==> src/rtl/oneshot_pkg.sv <==
package oneshot_pkg;
  localparam int unsigned PIN_W   = 3;
  localparam int unsigned IDX_LO  = 0;
  localparam int unsigned IDX_HI  = 1;
  localparam int unsigned IDX_CLR = 2;

  // Requested length of zero is promoted to a single cycle.
  function automatic logic [31:0] eff_len(input logic [31:0] req);
    return (req == 32'd0) ? 32'd1 : req;
  endfunction

  // Next value of the down-counter: clear wins, then reload, then decrement.
  function automatic logic [31:0] next_count(input logic [31:0] cur,
                                             input logic        clr_n,
                                             input logic        trig,
                                             input logic [31:0] len);
    if (!clr_n)             return 32'd0;
    else if (trig)          return len;
    else if (cur != 32'd0)  return cur - 32'd1;
    else                    return 32'd0;
  endfunction
endpackage

==> src/rtl/os_edge_track.sv <==
module os_edge_track #(
  parameter int unsigned W = 3
) (
  input  logic         clk,
  input  logic         rst_n,
  input  logic [W-1:0] cur,
  output logic [W-1:0] prev,
  output logic         primed
);
  for (genvar i = 0; i < W; i++) begin : g_bit
    logic hold_r;
    always_ff @(posedge clk or negedge rst_n) begin
      if (!rst_n) hold_r <= 1'b0;
      else        hold_r <= cur[i];
    end
    assign prev[i] = hold_r;
  end

  always_ff @(posedge clk or negedge rst_n) begin
    if (!rst_n) primed <= 1'b0;
    else        primed <= 1'b1;
  end
endmodule

==> src/rtl/os_trig_decode.sv <==
module os_trig_decode
  import oneshot_pkg::*;
(
  input  logic [PIN_W-1:0] cur,
  input  logic [PIN_W-1:0] prev,
  input  logic             primed,
  output logic             ev_hi_rise,
  output logic             ev_lo_fall,
  output logic             ev_clr_rise,
  output logic             trig
);
  logic lo_now, hi_now, clr_now;

  always_comb begin
    lo_now      = cur[IDX_LO];
    hi_now      = cur[IDX_HI];
    clr_now     = cur[IDX_CLR];
    ev_hi_rise  = hi_now & ~prev[IDX_HI] & ~lo_now;
    ev_lo_fall  = ~lo_now & prev[IDX_LO] & hi_now;
    ev_clr_rise = clr_now & ~prev[IDX_CLR] & ~lo_now & hi_now;
    trig        = primed & clr_now & (ev_hi_rise | ev_lo_fall | ev_clr_rise);
  end
endmodule

==> src/rtl/os_pulse_timer.sv <==
module os_pulse_timer
  import oneshot_pkg::*;
#(
  parameter int unsigned CW = 8
) (
  input  logic          clk,
  input  logic          rst_n,
  input  logic          clr_n,
  input  logic          trig,
  input  logic [CW-1:0] len,
  output logic [CW-1:0] cnt,
  output logic          running
);
  logic [CW-1:0] cnt_d;

  always_comb begin
    cnt_d = CW'(next_count(32'(cnt), clr_n, trig, eff_len(32'(len))));
  end

  always_ff @(posedge clk or negedge rst_n) begin
    if (!rst_n) cnt <= '0;
    else        cnt <= cnt_d;
  end

  assign running = (cnt != '0);
endmodule

==> src/rtl/retrig_oneshot.sv <==
module retrig_oneshot
  import oneshot_pkg::*;
#(
  parameter int unsigned CW = 8
) (
  input  logic          clk,
  input  logic          rst_n,
  input  logic          trig_lo,
  input  logic          trig_hi,
  input  logic          clr_n,
  input  logic [CW-1:0] pulse_len,
  output logic          q,
  output logic          q_n
);
  logic [PIN_W-1:0] pins_cur;
  logic [PIN_W-1:0] pins_prev;
  logic             primed;
  logic             ev_hi_rise, ev_lo_fall, ev_clr_rise;
  logic             trig_evt;
  logic [CW-1:0]    cnt;
  logic             running;

  always_comb begin
    pins_cur          = '0;
    pins_cur[IDX_LO]  = trig_lo;
    pins_cur[IDX_HI]  = trig_hi;
    pins_cur[IDX_CLR] = clr_n;
  end

  os_edge_track #(.W(PIN_W)) u_edge (
    .clk    (clk),
    .rst_n  (rst_n),
    .cur    (pins_cur),
    .prev   (pins_prev),
    .primed (primed)
  );

  os_trig_decode u_dec (
    .cur         (pins_cur),
    .prev        (pins_prev),
    .primed      (primed),
    .ev_hi_rise  (ev_hi_rise),
    .ev_lo_fall  (ev_lo_fall),
    .ev_clr_rise (ev_clr_rise),
    .trig        (trig_evt)
  );

  os_pulse_timer #(.CW(CW)) u_tmr (
    .clk     (clk),
    .rst_n   (rst_n),
    .clr_n   (clr_n),
    .trig    (trig_evt),
    .len     (pulse_len),
    .cnt     (cnt),
    .running (running)
  );

  // Clear acts without waiting for the counter to be flushed.
  assign q   = running & clr_n;
  assign q_n = ~q;
endmodule

==> config.mk <==
export PLATFORM = sky130hd
export DESIGN_NAME = retrig_oneshot
export DESIGN_NICKNAME = d
export VERILOG_FILES = /design/src/rtl/oneshot_pkg.sv /design/src/rtl/os_edge_track.sv /design/src/rtl/os_trig_decode.sv /design/src/rtl/os_pulse_timer.sv /design/src/rtl/retrig_oneshot.sv
export SDC_FILE = /design/constraint.sdc
export NUM_CORES = 1
export LEC_CHECK = 0
export ABC_CLOCK_PERIOD_IN_PS = 2000
export BUFFER_PORTS_ARGS = -buffer_cell sky130_fd_sc_hd__buf_4
export CORE_MARGIN = 2
export CORE_UTILIZATION = 45
export CTS_CLUSTER_SIZE = 12
export DETAILED_ROUTE_END_ITERATION = 10
export GPL_ROUTABILITY_DRIVEN = 1
export PLACE_DENSITY = 0.69
export SKIP_LAST_GASP = 1
export SYNTH_ARGS = -nofsm -noshare
export SYNTH_HDL_FRONTEND = slang
export SYNTH_SLANG_ARGS = --single-unit
==> constraint.sdc <==
create_clock -name clk -period 2 [get_ports clk]
set_clock_uncertainty 0.05 [all_clocks]
set_input_delay 0.2 -clock clk [delete_from_list [all_inputs] [get_ports clk]]
set_output_delay 0.2 -clock clk [all_outputs]
set_load 0.03 [all_outputs]
# == Word level (Yosys, flattened, before mapping) ==
# Index checks and enable logic that the tools add are counted.
# totals
input_bits,13
output_inout_bits,2
word_cells,28
regBits,12
# classes
n_mux,4
n_bitwise,16
n_reduce_logical,2
addsub,1
# op_table
operator,count
2-to-1 mux 8 bit,4
bitwise AND 1 bit,10
logical NOT 8 bit,1
nonzero test 8 bit,1
"subtractor 8 x 1 -> 8 bit, second input constant",1
inverter 1 bit,4
OR 1 bit,2

# == Longest topological paths before layout ==
# depth
ltp_word,8
depth_mapped,6
depth_no_buf,6

# == By module ==
# A second synthesis with hierarchy kept.
# unflattened
cells_unflattened,71
area_unflattened_um2,695.7
# by_module_without_submodules
mod,n_inst,area_each_um2,cells_per_inst
os_pulse_timer,1,513.0,55
os_edge_track,1,126.4,8
os_trig_decode,1,46.3,6
retrig_oneshot,1,10.0,2

# == Worst setup path before layout ==
# Ideal clock, no wire load.
# synth_timing
path_kind,register -> output
from,reg u_tmr.cnt[0]
to,out q
t_arrival_ns,1.414
n_path_buf,0
setup_slack_ns,0.336
stages_incl_launch_ff,7
path_cell_list,dfrtp_1 > inv_1 > ha_1 > nor3b_1 > nand2_1 > nand2_1 > inv_1
# synth_via
elab_chain_len,2
# synth_rtl
element,line_no,source
"start, declared",os_pulse_timer.sv:11,"output logic [CW-1:0] cnt,"
"start signal, assigned",os_pulse_timer.sv:22,else cnt <= cnt_d;
nonzero test 8 bit,os_pulse_timer.sv:25,assign running = (cnt != '0);
bitwise AND 1 bit,retrig_oneshot.sv:59,assign q = running & clr_n;
"end, declared",retrig_oneshot.sv:12,"output logic q,"
# Every way passes these cells.

# == Worst setup path in the final report ==
# Same ends and word-level chain as after synthesis.

==> results_dict.tcl <==
set metrics [dict create \
    drv_cap 0 \
    vias 522 \
    synth_top_family_by_area "simple AND/OR/NAND/NOR gates" \
    holdPathEnd "u_edge.g_bit[2].hold_r" \
    drt_iter0_drc 17 \
    cts_root_buffer "clkbuf_4" \
    totalWireLength_mm 1.23 \
    clock_path_buffers 2 \
    wire_per_inst_um 12.4 \
    drcViolationCount 0 \
    crit-reg2reg-launch "u_tmr.cnt[0]" \
    grt.busiest_layer "met2" \
    cp-start-kind "flip-flop" \
    drive_gt1_share_pct 26.2 \
    grt_pass1_vias 479 \
    worst_path_largest_cell_delay_ns 0.39 \
    die_w_um 41.5 \
    grt_use_met3_pct 3.04 \
    ff2ff_setup_slack_ns 0.50 \
    syn-num-nets 78 \
    num_io_pins 15 \
    synthSimpleGateAreaFrac_pct 26.0 \
    cellLeakagePower_nw 0.390 \
    io_buffer_count 14 \
    max-vdd-ir-drop_uv 763 \
    synth_compound_area_share_pct 12.2 \
    cp_max_fo 3 \
    crit_chain "inv_1, ha_1, nor3b_1, nand2_1, nand2_1, inv_1, buf_4" \
    yosys.area_share.adder_pct 3.94 \
    worstReg2RegEnd "u_tmr.cnt[2]" \
    status "complete, no violations" \
    cts.clk_slew.worst_paths_ns 0.08 \
    hold_violations 0 \
    die_h_um 41.5 \
    use_met1_pct 18.0 \
    setup_viol 0 \
    worst_ep_required_time_ns 1.75 \
    overflow 0 \
    synthXorXnorAreaFrac_pct 6.90 \
    critPathCaptureType "output pin" \
    synth_cells 63 \
    reg2regPathDepth 7 \
    critPathKind "flip-flop to output pin" \
    syn-cell-area_sq_um 634 \
    min_period_ns 1.83 \
    ys_seq_area_share_pct 47.3 \
    dr.pass1.iters 4 \
    tns_ns 0 \
    cts_resized 0 \
    rows 13 \
    synth.distinct_cells 27 \
    postLayoutCellArea_sq_um 825 \
    antenna_found_initial 0 \
    hp-class "primary input to flip-flop" \
    hpwl_um 947 \
    hp-start "clr_n" \
    placed_area_sq_um 751 \
    whs_ns 0.0573 \
    yosysWarnings 0 \
    hold_path_depth 1 \
    report.final.slew_viol_count 0 \
    gp_congestion 0.754 \
    tritoncts "built" \
    cts_sinks 12 \
    min_period_over_period_pct 91.4 \
    grt_pass1_wl_mm 1.99 \
    ys_ff_latch 12 \
    cp.arrival_ns 1.58 \
    n_antenna_cell 0 \
    grt_start_max_net_pins 13 \
    grt_usage_pct 15.1 \
    grt_use_met2_pct 25.6 \
    dieArea_sq_mm 0.00173 \
    area.growth.synth_to_final_pct 30.0 \
    cts_buffers 3 \
    avgSynthCellArea_sq_um 10.1 \
    power.density_mw_per_mm2 1260 \
    h-tree-depth 1 \
    fp.coreArea_sq_mm 0.00130 \
    antenna_left 0 \
    viasPerCell 5.27 \
    final_nets 100 \
    fmax_mhz 547 \
    clock_latency_ns 0.27 \
    rsz0062_at_grt "false" \
    start_util_pct 48.7 \
    synthMuxAreaShare_pct 0 \
    critPathSlowestCell "dfrtp_1" \
]
[placed cells by master, fill, tap and decap left out, drive strengths merged, types with 3 or more instances in the layout]
| master | n |
|---|---|
| dfrtp | 12 |
| dlygate4sd3 | 3 |
| clkbuf | 4 |
| nand3 | 4 |
| a21boi | 4 |
| buf | 15 |
| nand2 | 9 |
| o21ai | 5 |
| xor2 | 4 |
| inv | 3 |
[cells in the mapped netlist, drive strengths merged]
cell | count | share of area, %
nand3 | 4 | 3.2
inv | 3 | 1.8
o311ai | 1 | 1.4
nor4 | 2 | 3.0
o21ai | 5 | 3.9
nand3b | 2 | 2.4
o211a | 1 | 1.6
or2 | 1 | 0.99
a21boi | 4 | 5.3
nor3b | 2 | 2.4
nand2b | 2 | 2.0
nand2 | 9 | 5.3
xor2 | 4 | 5.5
nand4 | 1 | 0.99
nor3 | 2 | 2.4
dfrtp | 12 | 47
or4 | 1 | 1.2
ha | 2 | 3.9
conb | 1 | 0.59
nor2b | 1 | 0.99
and4 | 1 | 1.4
xnor2 | 1 | 1.4
clkbuf | 1 | 1.2
[worst max-delay path, delay by kind of cell, from the launching register on]
kind	cells	cell delay [ns]
adders and majority gates	1	0.14
DFF	1	0.39
and+or+nand+nor	3	0.48
buffers and inverters	3	0.30
[per-stage QoR]
step | power, W | setup slack (ns) | cells | utilization, %
floorplan | 0.000711 | 0.336 | 63 | -
global placement | 0.000829 | 0.407 | 91 | 57.7
detailed placement | 0.000826 | 0.408 | 91 | 57.7
CTS | 0.00103 | 0.102 | 98 | 62.8
global route | 0.00111 | 0.0676 | 99 | 63.4
finish | 0.00104 | 0.173 | 99 | 63.4
[where the power goes]
group          switching, W  internal [W]
Sequential        0.0000510      0.000304
Combinational      0.000254      0.000239
Clock             0.0000813      0.000110
[flip-flops by register name, summed over array words and instances (netlist names)]
| name | count |
|---|---|
| u_edge.g_bit.hold_r | 3 |
| u_tmr.cnt | 8 |
| u_edge.primed | 1 |
[layer usage]
metal | part of all wire (%) | wire [um]
met1 | 46 | 561
met2 | 49 | 601
met3 | 4.4 | 54
met4 | 1.1 | 13
met5 | 0 | 0
[cell families after synthesis]
| logic type | Yosys count |
|---|---|
| XOR/XNOR | 5 |
| flip-flops | 12 |
| AO/OA/AOI/OAI | 11 |
| AND/OR/NAND/NOR | 28 |
| other | 1 |
| adder cells (fa/ha/maj) | 2 |
| buffers and inverters | 4 |
[how the worst max path moves through the flow]
stage	from	end	slack, ns	cells past startpoint
2_1_floorplan	u_tmr.cnt[0]	q	0.34	6
3_3_place_gp	u_tmr.cnt[0]	q	0.41	7
3_5_place_dp	u_tmr.cnt[0]	q	0.41	7
4_1_cts	u_tmr.cnt[0]	q	0.10	7
5_1_grt	u_tmr.cnt[0]	q	0.07	7
6_report	u_tmr.cnt[0]	q	0.17	7
[area by class of cell]
type,instances,area (sq um)
inverters,3,11.3
well taps,15,18.8
clock buffers,4,36.3
multi-input cells,47,315
fillers,104,477
repair buffers,18,143
flip-flops and latches,12,300
[repair_timing]
| action | 4_1_cts | 5_1_grt |
|---|---|---|
| endpoints found under the setup margin | 0 | 1 |
| hold buffers | 3 | 0 |
| buffers inserted | 0 | 1 |
| endpoints found under the hold margin | 14 | 0 |
(Power assumes the default switching activity.)
